<file path="src/rtl/circ_addr_pkg.sv">
package circ_addr_pkg;
  localparam int ADDR_W  = 14;
  localparam int BUS_W   = 16;
  localparam int PTR_W   = 2;
  localparam int PTR_CNT = 1 << PTR_W;

  typedef enum logic [1:0] {
    REG_IDX  = 2'b00,
    REG_MOD  = 2'b01,
    REG_LEN  = 2'b10,
    REG_NONE = 2'b11
  } regKind_e;

  typedef struct packed {
    logic             idxWr;
    logic             modWr;
    logic             lenWr;
    logic [PTR_W-1:0] wrPtr;
    logic             postMod;
    logic [PTR_W-1:0] idxPtr;
    logic [PTR_W-1:0] modPtr;
    logic             bitRev;
  } dagStrobe_t;
endpackage

</file>
<file path="src/rtl/circ_addr_ctrl.sv">
module circ_addr_ctrl
  import circ_addr_pkg::*;
(
  input  logic             regWrEn,
  input  logic [PTR_W+1:0] regAddr,
  input  logic             accValid,
  input  logic [PTR_W-1:0] accIdxSel,
  input  logic [PTR_W-1:0] accModSel,
  input  logic             bitRevEn,
  output dagStrobe_t       strb
);
  regKind_e wrKind;

  always_comb begin
    wrKind       = regKind_e'(regAddr[PTR_W+1:PTR_W]);
    strb.wrPtr   = regAddr[PTR_W-1:0];
    strb.idxWr   = regWrEn && (wrKind == REG_IDX);
    strb.modWr   = regWrEn && (wrKind == REG_MOD);
    strb.lenWr   = regWrEn && (wrKind == REG_LEN);
    strb.idxPtr  = accIdxSel;
    strb.modPtr  = accModSel;
    strb.bitRev  = bitRevEn;
    // a same-cycle index write to the accessed pointer overrides the update
    strb.postMod = accValid && !(strb.idxWr && (strb.wrPtr == accIdxSel));
  end
endmodule

</file>
<file path="src/rtl/circ_addr_modulus.sv">
module circ_addr_modulus #(
  parameter int ADDR_W = 14
) (
  input  logic [ADDR_W-1:0] curIdx,
  input  logic [ADDR_W-1:0] modVal,
  input  logic [ADDR_W-1:0] lenVal,
  output logic [ADDR_W-1:0] nextIdx,
  output logic              wrapped
);
  localparam int EXT_W = ADDR_W + 3;

  logic [ADDR_W-1:0]       span;
  logic [ADDR_W-1:0]       base;
  logic signed [EXT_W-1:0] sum;
  logic signed [EXT_W-1:0] lower;
  logic signed [EXT_W-1:0] upper;
  logic signed [EXT_W-1:0] lenExt;
  logic signed [EXT_W-1:0] fixed;

  always_comb begin
    // smear (L-1) downwards to get the power-of-two alignment mask
    span = lenVal - 1'b1;
    for (int s = 1; s < ADDR_W; s = s * 2) begin
      span = span | (span >> s);
    end
    base   = curIdx & ~span;
    sum    = $signed({3'b000, curIdx}) + $signed({{3{modVal[ADDR_W-1]}}, modVal});
    lenExt = $signed({3'b000, lenVal});
    lower  = $signed({3'b000, base});
    upper  = lower + lenExt;
    wrapped = 1'b0;
    fixed   = sum;
    if (lenVal != '0) begin
      if (sum >= upper) begin
        fixed   = sum - lenExt;
        wrapped = 1'b1;
      end else if (sum < lower) begin
        fixed   = sum + lenExt;
        wrapped = 1'b1;
      end
    end
    nextIdx = fixed[ADDR_W-1:0];
  end
endmodule

</file>
<file path="src/rtl/circ_addr_dp.sv">
module circ_addr_dp
  import circ_addr_pkg::*;
#(
  parameter int AW = ADDR_W,
  parameter int BW = BUS_W
) (
  input  logic             clk,
  input  logic             rstN,
  input  dagStrobe_t       strb,
  input  logic [PTR_W+1:0] regAddr,
  input  logic [BW-1:0]    regWrData,
  output logic [BW-1:0]    regRdData,
  output logic [AW-1:0]    accAddr,
  output logic             wrapEvt,
  output logic [AW-1:0]    selLen
);
  logic [AW-1:0] idxReg [PTR_CNT];
  logic [AW-1:0] modReg [PTR_CNT];
  logic [AW-1:0] lenReg [PTR_CNT];
  logic [AW-1:0] rawAddr;
  logic [AW-1:0] nextIdx;
  logic          wrapped;
  logic [AW-1:0] wrVal;
  logic [AW-1:0] rdVal;

  assign wrVal   = regWrData[AW-1:0];
  assign rawAddr = idxReg[strb.idxPtr];
  assign selLen  = lenReg[strb.idxPtr];

  circ_addr_modulus #(.ADDR_W(AW)) u_mod (
    .curIdx (rawAddr),
    .modVal (modReg[strb.modPtr]),
    .lenVal (selLen),
    .nextIdx(nextIdx),
    .wrapped(wrapped)
  );

  assign wrapEvt = strb.postMod && wrapped;

  for (genvar p = 0; p < PTR_CNT; p++) begin : g_ptr
    always_ff @(posedge clk or negedge rstN) begin
      if (!rstN) begin
        idxReg[p] <= '0;
        modReg[p] <= '0;
        lenReg[p] <= '0;
      end else begin
        if (strb.idxWr && strb.wrPtr == PTR_W'(p)) begin
          idxReg[p] <= wrVal;
        end else if (strb.postMod && strb.idxPtr == PTR_W'(p)) begin
          idxReg[p] <= nextIdx;
        end
        if (strb.modWr && strb.wrPtr == PTR_W'(p)) modReg[p] <= wrVal;
        if (strb.lenWr && strb.wrPtr == PTR_W'(p)) lenReg[p] <= wrVal;
      end
    end
  end

  for (genvar b = 0; b < AW; b++) begin : g_rev
    assign accAddr[b] = strb.bitRev ? rawAddr[AW-1-b] : rawAddr[b];
  end

  always_comb begin
    unique case (regKind_e'(regAddr[PTR_W+1:PTR_W]))
      REG_IDX: rdVal = idxReg[regAddr[PTR_W-1:0]];
      REG_MOD: rdVal = modReg[regAddr[PTR_W-1:0]];
      REG_LEN: rdVal = lenReg[regAddr[PTR_W-1:0]];
      default: rdVal = '0;
    endcase
    regRdData = {{(BW-AW){1'b0}}, rdVal};
  end
endmodule

</file>
<file path="src/rtl/circ_addr_gen.sv">
module circ_addr_gen
  import circ_addr_pkg::*;
(
  input  logic                 clk,
  input  logic                 rstN,
  input  logic                 regWrEn,
  input  logic [PTR_W+1:0]     regAddr,
  input  logic [BUS_W-1:0]     regWrData,
  output logic [BUS_W-1:0]     regRdData,
  input  logic                 accValid,
  input  logic [PTR_W-1:0]     accIdxSel,
  input  logic [PTR_W-1:0]     accModSel,
  input  logic                 bitRevEn,
  output logic [ADDR_W-1:0]    accAddr,
  output logic                 wrapEvt
);
  dagStrobe_t        strb;
  logic [ADDR_W-1:0] selLen;

  circ_addr_ctrl u_ctrl (
    .regWrEn  (regWrEn),
    .regAddr  (regAddr),
    .accValid (accValid),
    .accIdxSel(accIdxSel),
    .accModSel(accModSel),
    .bitRevEn (bitRevEn),
    .strb     (strb)
  );

  circ_addr_dp #(.AW(ADDR_W), .BW(BUS_W)) u_dp (
    .clk      (clk),
    .rstN     (rstN),
    .strb     (strb),
    .regAddr  (regAddr),
    .regWrData(regWrData),
    .regRdData(regRdData),
    .accAddr  (accAddr),
    .wrapEvt  (wrapEvt),
    .selLen   (selLen)
  );
endmodule

</file>
<file path="config.mk">
export PLATFORM = sky130hd
export DESIGN_NAME = circ_addr_gen
export DESIGN_NICKNAME = d
export VERILOG_FILES = /design/src/rtl/circ_addr_pkg.sv /design/src/rtl/circ_addr_ctrl.sv /design/src/rtl/circ_addr_modulus.sv /design/src/rtl/circ_addr_dp.sv /design/src/rtl/circ_addr_gen.sv
export SDC_FILE = /design/constraint.sdc
export NUM_CORES = 1
export LEC_CHECK = 0
export BUFFER_PORTS_ARGS = -buffer_cell sky130_fd_sc_hd__clkbuf_2
export CORE_MARGIN = 3
export CORE_UTILIZATION = 26
export CTS_CLUSTER_DIAMETER = 50
export CTS_CLUSTER_SIZE = 16
export DETAILED_ROUTE_END_ITERATION = 7
export HOLD_SLACK_MARGIN = 0.15
export SYNTH_ARGS = -nofsm -noshare
export SYNTH_HDL_FRONTEND = slang
export SYNTH_SLANG_ARGS = --single-unit
</file>
<file path="constraint.sdc">
create_clock -name clk -period 14 [get_ports clk]
set_input_delay 2.8 -clock clk [delete_from_list [all_inputs] [get_ports clk]]
set_output_delay 2.8 -clock clk [all_outputs]
set_load 0.02 [all_outputs]
</file>
==> metrics.md <==
| Metric | Value |
|---|---|
| Status | `completed` |
| Antenna violations before repair | `0` |
| Global-route usage over all layers | `0.146` |
| Worst-margin pin slew | `1.25 ns` |
| Final Hold Vio Count | `0` |
| Fin Clk Skew | `0.0114 ns` |
| Number of fillers in the final layout | `5011` |
| Highest clock rate | `0.0740 GHz` |
| Residual DRC | `0` |
| Nets | `1338` |
| Dominant combinational cell family by area after synthesis | `multiplexers` |
| Sequential element share of the synthesized area | `0.324` |
| Stage delay of the slowest cell on the critical path | `0.69 ns` |
| Via count of the first global-routing pass | `10169` |
| Met2 layer usage reported by global route | `0.243` |
| Routed wire length | `39.2 mm` |
| Number of synthesized flops with an enable pin | `0` |
| Launching element type of the critical path | `input pin` |
| CTS tree | `done` |
| Path type of the worst setup path | `input pin to output pin` |
| Fraction of final layout cells sized beyond drive strength 1 | `0.283` |
| Post-route setup TNS | `0 ns` |
| Post-synthesis compound-gate area fraction | `0.159` |
| Root buffer cell | `clkbuf_16` |
| Signal arrival time at the worst endpoint | `10.71 ns` |
| Final count of negative-setup-slack endpoints | `0` |
| Global-route met3 utilization | `0.0210` |
| Number of rows in the core area | `81` |
| Width of the die | `230 µm` |
| YS warnings | `0` |
| CORE AREA | `49200 µm²` |
| Crit-path max FO | `11` |
| Most frequent standard cell in the layout excluding fill and tap cells | `dfrtp_1` |
| Share of synthesized registers carrying an async set or reset | `1.00` |
| Most used routing layer | `met2` |
| Ratio of routed vias to standard cells | `5.39` |
| Critical path startpoint | `accIdxSel[0]` |
| Average cell area after synthesis | `10.8 µm²` |
| Starting Density | `0.264` |
| RSZ-0062 raised after global routing | `no` |
| Count of mapped cells out of synthesis | `1204` |
| Die Footprint | `52700 µm²` |
| Antenna viol nets, final | `0` |
| Number of placed instances, taps included | `1865` |
| Slack of the worst reg-to-reg path | `5.10 ns` |
| Leakage | `6.20 nW` |
| Required time at the worst-slack endpoint | `11.20 ns` |
| Start of the worst register-to-register path | `u_dp.lenReg[4]` |
| Number of violations of the max-capacitance limit | `0` |
| Global-route wire length before repair | `60.1 mm` |
| Max-slew violation count | `0` |
| Maximum ir drop on the vdd rail | `0.000124 V` |
| Xor/xnor share of the synthesized area | `0.0330` |
| Part of the cycle the worst path needs | `0.965` |
| Number of library cell types mapped by synthesis | `75` |
| Final Non-Filler Cells | `1897` |
| Critical-path top delay cell | `mux4_2` |
| Hpwl dp | `29.3 mm` |
| Cell area power density | `252 nW/µm²` |
| Most common flop cell mapped by yosys | `dfrtp_1` |
| Most frequent cells in the layout | `dfrtp_1 (168), mux2_2 (125), ha_1 (85), mux4_2 (84), inv_1 (74)` |
| Post-Synth Simple-Gate Area | `0.0823` |
| Number of port buffers | `55` |
| Largest net degree at the start of global routing | `87` |
| Area added between synthesis and finish | `12.5%` |
| Area of the mapped netlist | `13000 µm²` |
| Adder and majority gate portion of the synthesized area | `0.0880` |
| Drt pass-1 iters | `5` |
| Via total after detailed routing | `10226` |
| Routed wire per std cell | `20.6 µm` |
| Number of buffers inserted during clock tree synthesis | `17` |
| Worst-case clock buffer depth | `2` |
| Met1 track demand over resource in global routing | `0.201` |
| H-tree level count | `4` |
| Count of boundary I/O pins | `60` |
| Die outline height | `230 µm` |
| Hold Startpoint | `u_dp.lenReg[16]` |
| Crit-path most repeated cell | `a21oi_1` |
| Synthesis-stage register bit count | `168` |
| Clock period minus final worst setup slack | `13.51 ns` |
| Path type of the worst min-delay path | `flip-flop to flip-flop` |
| Number of clock sinks seen by CTS | `168` |
| Fraction of synthesized area in multiplexers | `0.266` |
| Relative slew slack | `0.166` |
| Clock-pin slew on the worst setup and hold paths | `0.06 ns` |
| Count of routing violations after the opening detailed-route iteration | `946` |
| Global-route congestion overflow total | `0` |
| Final RePlAce weighted congestion | `0.904` |
| Insertion delay to the later sink of the worst-skew pair | `0.44 ns` |
| # diodes | `0` |
| Critical Path Sink Type | `output pin` |
cell families after synthesis:
family	after synthesis
mux	225
other cells	1
xor+xnor	49
fa+ha+maj	89
flops	168
buf+inv	157
compound gates	311
simple gates	204
state kept, by name (all words and copies together) (netlist names):
name	cells
u_dp.modReg	56
u_dp.idxReg	56
u_dp.lenReg	56
stage by stage:
stage                     area (µm²)   util  hold slack, ns  power (mW)  worst slack (ns)
final                          14600  0.298           0.529        3.69             0.488
after global routing           14600  0.298           0.540        3.97            0.0466
after CTS                      14600  0.297           0.528        3.67             0.241
after detailed placement       14000  0.285           0.512        3.15             0.260
after global placement         14000  0.285           0.500        3.11             0.375
after floorplan                13000      -           0.483        2.46              1.29
critical path: cells and delay by family:
family,cells,cell delay [ns]
compound gates,13,3.22
xor+xnor,1,0.16
fa+ha+maj,2,0.48
buf+inv,4,0.58
mux,1,0.69
simple gates,10,2.75
final timing paths:
path | to | depth (start not counted)
worst max-delay path | wrapEvt | 31
worst min-delay path | u_dp.lenReg[16] | 1
worst max register to register | u_dp.idxReg[29] | 32
worst min register to register | u_dp.lenReg[16] | 1
max in group asynchronous | u_dp.idxReg[21] | 2
min in group asynchronous | u_dp.lenReg[55] | 1
area by class of cell:
| cell class | instances | area [µm²] | share of cell area |
|---|---|---|---|
| Multi-Input combinational cell | 880 | 8220 | 0.562 |
| Sequential cell | 168 | 4200 | 0.287 |
| Tap cell | 664 | 831 | 0.0568 |
| Timing Repair Buffer | 79 | 467 | 0.0319 |
| Clock buffer | 19 | 453 | 0.0310 |
| Inverter | 74 | 278 | 0.0190 |
| Clock inverter | 13 | 171 | 0.0117 |
layer usage:
layer	vias to the layer above	wire (µm)
li1	4612	-
met1	5192	17400
met2	383	18900
met3	39	2330
met4	0	524
met5	-	0
what timing repair did:
action,CTS,global route
setup buffers,0,0
resized for setup,0,4
setup endpoints to repair,0,1
hold buffers,0,0
synthesized netlist by cell type, drive strengths merged, types with 20 or more instances:
| library cell | count | area (µm²) |
|---|---|---|
| a22oi | 50 | 375 |
| a21oi | 52 | 260 |
| o21ai | 83 | 415 |
| mux4 | 84 | 1890 |
| xnor2 | 34 | 298 |
| mux2 | 125 | 1410 |
| dfrtp | 168 | 4200 |
| inv | 74 | 278 |
| nor2 | 53 | 199 |
| clkbuf | 67 | 251 |
| nor3 | 20 | 100 |
| ha | 85 | 1060 |
| nand2 | 33 | 126 |
power breakdown:
group / leakage, nW / switching, mW / total [mW] / internal (mW)
clock network: 0.300 / 0.204 / 0.496 / 0.292
registers: 2.07 / 0.108 / 0.747 / 0.639
logic: 3.83 / 1.46 / 2.45 / 0.983
(Power assumes the default switching activity.)
